[src/rtl/wlvl_pkg.sv]
package wlvl_pkg;
  typedef enum logic [2:0] {
    ST_IDLE,
    ST_SETTLE,
    ST_PULSE,
    ST_SAMPLE,
    ST_DONE
  } wlvl_state_e;

  localparam logic [1:0] MODE_WRLVL = 2'b01;
endpackage

[src/rtl/wlvl_rst_sync.sv]
module wlvl_rst_sync (
  input  logic clk,
  input  logic rst_n,
  output logic rst_sync_n
);
  logic [1:0] sync_q;

  always_ff @(posedge clk or negedge rst_n) begin
    if (!rst_n) sync_q <= 2'b00;
    else        sync_q <= {sync_q[0], 1'b1};
  end

  assign rst_sync_n = sync_q[1];
endmodule

[src/rtl/wlvl_ctrl.sv]
module wlvl_ctrl
  import wlvl_pkg::*;
#(
  parameter int DW = 5,
  parameter int SW = 8
) (
  input  logic          clk,
  input  logic          rst_n,
  input  logic          init_done_i,
  input  logic [1:0]    mode_i,
  input  logic          req_i,
  input  logic [SW-1:0] settle_i,
  output logic          rdy_o,
  output logic          done_o,
  output logic          pulse_o,
  output logic [DW-1:0] code_o,
  output logic          clr_o,
  output logic          smp_o,
  output logic          last_o
);
  localparam logic [DW-1:0] CODE_MAX = {DW{1'b1}};

  wlvl_state_e   state_q, state_d;
  logic [DW-1:0] code_q, code_d;
  logic [SW-1:0] cnt_q, cnt_d;
  logic [SW-1:0] settle_q;
  logic          accept;
  logic          code_en, cnt_en;

  assign rdy_o   = (state_q == ST_IDLE) && init_done_i && (mode_i == MODE_WRLVL);
  assign accept  = rdy_o && req_i;
  assign last_o  = (code_q == CODE_MAX);
  assign done_o  = (state_q == ST_DONE);
  assign pulse_o = (state_q == ST_PULSE);
  assign smp_o   = (state_q == ST_SAMPLE);
  assign clr_o   = accept;
  assign code_o  = code_q;

  always_comb begin
    state_d = state_q;
    code_d  = code_q;
    cnt_d   = cnt_q;
    unique case (state_q)
      ST_IDLE: begin
        if (accept) begin
          state_d = ST_SETTLE;
          code_d  = '0;
          cnt_d   = settle_i;
        end
      end
      ST_SETTLE: begin
        if (cnt_q == '0) state_d = ST_PULSE;
        else             cnt_d   = cnt_q - 1'b1;
      end
      ST_PULSE:  state_d = ST_SAMPLE;
      ST_SAMPLE: begin
        if (last_o) begin
          state_d = ST_DONE;
        end else begin
          state_d = ST_SETTLE;
          code_d  = code_q + 1'b1;
          cnt_d   = settle_q;
        end
      end
      ST_DONE: begin
        if (!req_i) state_d = ST_IDLE;
      end
      default: state_d = ST_IDLE;
    endcase
  end

  assign code_en = accept || (smp_o && !last_o);
  assign cnt_en  = accept || (state_q == ST_SETTLE) || smp_o;

  always_ff @(posedge clk or negedge rst_n) begin
    if (!rst_n) state_q <= ST_IDLE;
    else        state_q <= state_d;
  end

  always_ff @(posedge clk or negedge rst_n) begin
    if (!rst_n)       code_q <= '0;
    else if (code_en) code_q <= code_d;
  end

  always_ff @(posedge clk or negedge rst_n) begin
    if (!rst_n)      cnt_q <= '0;
    else if (cnt_en) cnt_q <= cnt_d;
  end

  always_ff @(posedge clk or negedge rst_n) begin
    if (!rst_n)      settle_q <= '0;
    else if (accept) settle_q <= settle_i;
  end
endmodule

[src/rtl/wlvl_lane.sv]
module wlvl_lane #(
  parameter int DW = 5
) (
  input  logic          clk,
  input  logic          rst_n,
  input  logic          clr_i,
  input  logic          smp_i,
  input  logic          last_i,
  input  logic [DW-1:0] code_i,
  input  logic          fb_i,
  output logic [DW-1:0] res_o,
  output logic          err_o
);
  logic          seen0_q, seen0_d;
  logic          lock_q, lock_d;
  logic [DW-1:0] res_q, res_d;
  logic          err_q, err_d;
  logic          en;

  assign en = clr_i || smp_i;

  always_comb begin
    seen0_d = seen0_q;
    lock_d  = lock_q;
    res_d   = res_q;
    err_d   = err_q;
    if (clr_i) begin
      seen0_d = 1'b0;
      lock_d  = 1'b0;
      res_d   = '0;
      err_d   = 1'b0;
    end else if (smp_i) begin
      if (!lock_q) begin
        if (!fb_i) begin
          seen0_d = 1'b1;
        end else if (seen0_q) begin
          lock_d = 1'b1;
          res_d  = code_i;
        end
      end
      if (last_i) err_d = !lock_d;
    end
  end

  always_ff @(posedge clk or negedge rst_n) begin
    if (!rst_n) begin
      seen0_q <= 1'b0;
      lock_q  <= 1'b0;
      res_q   <= '0;
      err_q   <= 1'b0;
    end else if (en) begin
      seen0_q <= seen0_d;
      lock_q  <= lock_d;
      res_q   <= res_d;
      err_q   <= err_d;
    end
  end

  assign res_o = res_q;
  assign err_o = err_q;
endmodule

[src/rtl/wlvl_seq.sv]
module wlvl_seq #(
  parameter int LANES = 9,
  parameter int DW    = 5,
  parameter int SW    = 8
) (
  input  logic                clk,
  input  logic                rst_n,
  input  logic                init_done_i,
  input  logic [1:0]          mode_i,
  input  logic                req_i,
  input  logic [SW-1:0]       settle_i,
  output logic                rdy_o,
  output logic                done_o,
  output logic [DW-1:0]       trial_dly_o,
  output logic                dqs_pulse_o,
  input  logic [LANES-1:0]    fb_i,
  output logic [LANES*DW-1:0] lane_dly_o,
  output logic [LANES-1:0]    lane_err_o
);
  logic rst_core_n;
  logic clr, smp, last;

  wlvl_rst_sync i_rst_sync (
    .clk        (clk),
    .rst_n      (rst_n),
    .rst_sync_n (rst_core_n)
  );

  wlvl_ctrl #(.DW(DW), .SW(SW)) i_ctrl (
    .clk         (clk),
    .rst_n       (rst_core_n),
    .init_done_i (init_done_i),
    .mode_i      (mode_i),
    .req_i       (req_i),
    .settle_i    (settle_i),
    .rdy_o       (rdy_o),
    .done_o      (done_o),
    .pulse_o     (dqs_pulse_o),
    .code_o      (trial_dly_o),
    .clr_o       (clr),
    .smp_o       (smp),
    .last_o      (last)
  );

  for (genvar g = 0; g < LANES; g++) begin : g_lane
    wlvl_lane #(.DW(DW)) i_lane (
      .clk    (clk),
      .rst_n  (rst_core_n),
      .clr_i  (clr),
      .smp_i  (smp),
      .last_i (last),
      .code_i (trial_dly_o),
      .fb_i   (fb_i[g]),
      .res_o  (lane_dly_o[g*DW +: DW]),
      .err_o  (lane_err_o[g])
    );
  end
endmodule

[config.mk]
export PLATFORM = sky130hd
export DESIGN_NAME = wlvl_seq
export DESIGN_NICKNAME = d
export VERILOG_FILES = /design/src/rtl/wlvl_pkg.sv /design/src/rtl/wlvl_rst_sync.sv /design/src/rtl/wlvl_ctrl.sv /design/src/rtl/wlvl_lane.sv /design/src/rtl/wlvl_seq.sv
export SDC_FILE = /design/constraint.sdc
export NUM_CORES = 1
export LEC_CHECK = 0
export BUFFER_PORTS_ARGS = -buffer_cell sky130_fd_sc_hd__buf_2
export CAP_MARGIN = 20
export CELL_PAD_IN_SITES_DETAIL_PLACEMENT = 1
export CELL_PAD_IN_SITES_GLOBAL_PLACEMENT = 1
export CORE_UTILIZATION = 35
export CTS_CLUSTER_SIZE = 20
export DETAILED_ROUTE_END_ITERATION = 12
export GPL_TIMING_DRIVEN = 0
export MAX_ROUTING_LAYER = met4
export PLACE_DENSITY = 0.77
export SYNTH_ARGS = -nofsm -noshare
export SYNTH_HDL_FRONTEND = slang
export SYNTH_SLANG_ARGS = --single-unit
[constraint.sdc]
create_clock -name clk -period 5 [get_ports clk]
set_input_delay 0.75 -clock clk [delete_from_list [all_inputs] [get_ports clk]]
set_output_delay 0.75 -clock clk [all_outputs]
set_load 0.005 [all_outputs]
==> run summary <==
The total of flip-flops plus latches after synthesis is 98. The count of boundary I/O pins is 85. The die width came out at 116.2 um. The launching element type of the critical path is a flip-flop.

The detail-routed net length per standard cell is 17.34 um. The maximum level of the CTS H-tree came out at 3. The nature of the critical path endpoint is a primary output.

The CTS tree is yes. Yosys attributes the largest share of cell area to dfrtp_1, mux2i_1, nor2_1. The achievable clock frequency came out at 412.1 MHz. The number of DRC markers after the initial detailed-route iteration is 175. The share of cells above drive strength 1 is 0.2700. The number of enable flip-flop cells after synthesis is 0.

The first-pass GRT wire length came out at 20220 um. The library cell used most frequently in the layout, excluding fill and tap cells, is dfrtp_1. For the pin with the worst max-slew slack, the measured transition is 769.6 ps.

In the synthesized netlist the async set-or-reset flop fraction comes to 1.000. The startpoint identified for the worst register-to-register timing path is i_ctrl.code_o[3]$_DFFE_PN0P_. The share of synthesized area in the top cell type comes to 0.5376. The detailed-route via count came out at 3552. The final critical-path required period is 2426 ps. The critical setup path kind is flip-flop to primary output. The kind of cell adding the most delay to the critical path is buffers and inverters. Buffers inserted to repair hold after CTS numbered 0. The largest individual stage delay along the critical path comes from the cell dfrtp_1. In the final design database the tool counted 558 nets. The final routed DRC violation total is 0. From bottom edge to top edge, the die measures 116.2 um. In this run the tightest slew margin relative to its limit is 0.4822. The final worst clock skew came out at 10.35 ps.

The power density over the cells is 499.8 mW/mm2. The largest incremental delay on the critical path is 320 ps. The post-route fraction of the period consumed by the critical path is 0.4853. The number of buffers created by CTS came out at 9. Entering global routing, the biggest net connects 73 pins. The total area inside the core boundary comes to 0.01267 mm2. The post-detailed-route via-to-cell ratio is 5.010. The post-detailed-placement half-perimeter wirelength is 8851 um.

The synthesized area per cell is 10.46 um2. IR analysis of the VDD net gives a maximum drop of 160.7 uV. The layout overhead on the synthesized area is 20.84%. The placement row count came out at 41. The number of setup buffers added after CTS came out at 0. At the worst endpoint, the required time is 4250 ps. The number of global-route vias before repair came out at 3854. The leakage dissipation is 2.690 nW. The clock reaches the later pin of the worst-skew pair after 350 ps. The count of mapped cells out of synthesis is 436. Among the stages of the critical path, the cell type that occurs most often is buf_2. The worst register-to-register path ends at i_ctrl.cnt_q[1]$_DFFE_PN0P_. The minimum setup slack among reg-to-reg paths came out at 2590 ps. The synthesized netlist net count came out at 462. After routing the design area is 0.005513 mm2.

The biggest area consumer among synthesized cells is dfrtp_1. The tree is rooted in a clkbuf_16. The most used flip-flop cell after synthesis is dfrtp_1. The distinct cell type count after synthesis is 47.

The overall die area came out at 0.01349 mm2. The final-report hold violation count was 0. The starting density of the core is 0.3600. The count of input and output buffers came out at 84.

The total routed wirelength came out at 12290 um. The flow ran to the end, and the final reports show no timing, DRC or antenna violations. The final cell utilization of the core came out at 0.4351. Setup violations remaining at the end of the flow were counted as 0. The number of resized instances in the post-cts repair step is 0. Together, buffers and inverters on the worst path number 4.

The placer congestion estimate is 0.8320. In the global route stage, overall resource usage came out at 0.2060. The sink count of the clock tree came out at 98. The share of the yosys chip area belonging to registers is 0.5376.

Setup repair after global routing left no endpoint under its margin. Summing all placed instances gives a cell area of 0.005229 mm2. In this run the cell area of the synthesized design comes to 0.004562 mm2.

The setup TNS after final layout came out at 0 ps. The first-pass detailed-route iteration total came out at 4. The cell count of the worst reg-to-reg path is 7. During synthesis, Yosys emitted a total of 0 warnings. The number of antenna violations at the first check in global routing is 0. STA puts the critical path data arrival time at 1680 ps. The signal on the critical path passes through buf_2 > buf_4 > buf_2 > nand2b_1 > nor2_1 > buf_2. The clock passes through at most 2 buffers. Power comes to 2.755 mW. The maximum fanout count along the critical path came out at 10. Across the run, the number of max-cap violations was 0. Clock-pin slew was measured on the worst setup and hold paths at 70 ps. The number of slew-limit violations in the final report is 0.

Leaving out fill and tap cells, the most frequent cells in the layout are dfrtp_1, buf_2, nor2_1. Global routing finished with a remaining overflow of 0. The post-detailed-route count of antenna-violating nets came out at 0. The worst hold path class is input port to async pin. The number of inserted diodes is 0.
worst register-to-register path, cell delays in order, from the launching register on:
cell and delay [ps]:
dfrtp_1 390, clkbuf_1 450, and3_1 250, ha_1 210, nand2_1 120, a32oi_4 330, a31o_4 220, mux2_4 320
registers in the layout (all words and copies together) (netlist names):
name / flops
i_ctrl.code_o: 5
i_ctrl.cnt_q: 8
g_lane.i_lane.seen0_q: 9
g_lane.i_lane.err_o: 9
g_lane.i_lane.res_o: 45
g_lane.i_lane.lock_q: 9
i_ctrl.state_q: 3
i_rst_sync.sync_q: 2
i_ctrl.settle_q: 8
cell families (layout without fill, tap and decap cells):
family | count (synthesis) | count (layout) | synth area share
AOI/OAI and AO/OA | 64 | 64 | 0.09600
xor gates and xnor gates | 2 | 2 | 0.003841
other | 1 | 1 | 0.0008220
buffers and inverters | 42 | 143 | 0.05101
adders and majority gates | 3 | 3 | 0.008229
and+or+nand+nor | 179 | 179 | 0.1980
DFF | 98 | 98 | 0.5376
muxes | 47 | 47 | 0.1045
how the worst max path moves through the flow:
stage,depth (start not counted),slack [ps],startpoint,to
6_report,6,2570,i_ctrl.state_q[1]$_DFFE_PN0P_,dqs_pulse_o
5_1_grt,7,2370,i_ctrl.code_o[3]$_DFFE_PN0P_,g_lane[8].i_lane.err_o$_DFFE_PN0P_
4_1_cts,7,2520,i_ctrl.code_o[3]$_DFFE_PN0P_,g_lane[7].i_lane.err_o$_DFFE_PN0P_
3_5_place_dp,7,2540,i_ctrl.code_o[3]$_DFFE_PN0P_,g_lane[7].i_lane.err_o$_DFFE_PN0P_
3_3_place_gp,0,960,i_rst_sync.sync_q[1]$_DFF_PN0_,g_lane[3].i_lane.res_o[1]$_DFFE_PN0P_
2_1_floorplan,0,2070,i_rst_sync.sync_q[1]$_DFF_PN0_,g_lane[0].i_lane.err_o$_DFFE_PN0P_
per-stage QoR:
stage / std cells / setup slack, ps / hold slack (ps)
detailed placement: 693 / 2544 / 255.1
finish: 709 / 2574 / 176.6
global route: 709 / 2372 / 170.9
CTS: 709 / 2516 / 170.6
global placement: 692 / 964.7 / 336.2
floorplan: 436 / 2068 / 331.2
cell usage after synthesis, types with 2 or more instances:
cell type / n
nor3_2: 4
o31ai_1: 2
inv_1: 5
o21a_1: 5
nand2b_1: 2
clkbuf_1: 12
o311ai_0: 2
buf_4: 15
dfrtp_1: 98
nor2_1: 74
a211oi_1: 2
and2_1: 2
a31oi_1: 9
buf_2: 9
and3_1: 2
a221oi_1: 3
xor2_1: 2
nand4b_1: 9
a221o_1: 2
nor3_1: 10
o21ai_0: 16
nor3_4: 5
nand2_1: 59
ha_1: 3
a21oi_1: 17
mux2i_1: 45
nand3_1: 2
report_power, final:
group	leakage (nW)	internal [mW]	switching, mW
clock network	0.138	0.346	0.330
registers	1.29	1.02	0.188
logic	1.26	0.392	0.476
total	2.69	1.76	0.994
final cells by class:
type	count	area, um2
timing repair buffer	85	447.9
fill	1471	7158
buffer	37	214.0
clock buffer	9	225.2
tap	172	215.2
multi-input combinational	296	1877
clock inverter	7	58.81
inverter	5	18.77
sequential	98	2456
metal layers:
metal | up-vias | share of wire | wire length, um | track usage
li1 | 1683 | - | - | -
met1 | 1780 | 0.45 | 5558 | 0.2560
met2 | 71 | 0.49 | 5980 | 0.3329
met3 | 18 | 0.043 | 530 | 0.05138
met4 | 0 | 0.018 | 224 | 0.05983
met5 | - | 0 | 0 | -
No activity file was read; power rests on OpenSTA's default activity.
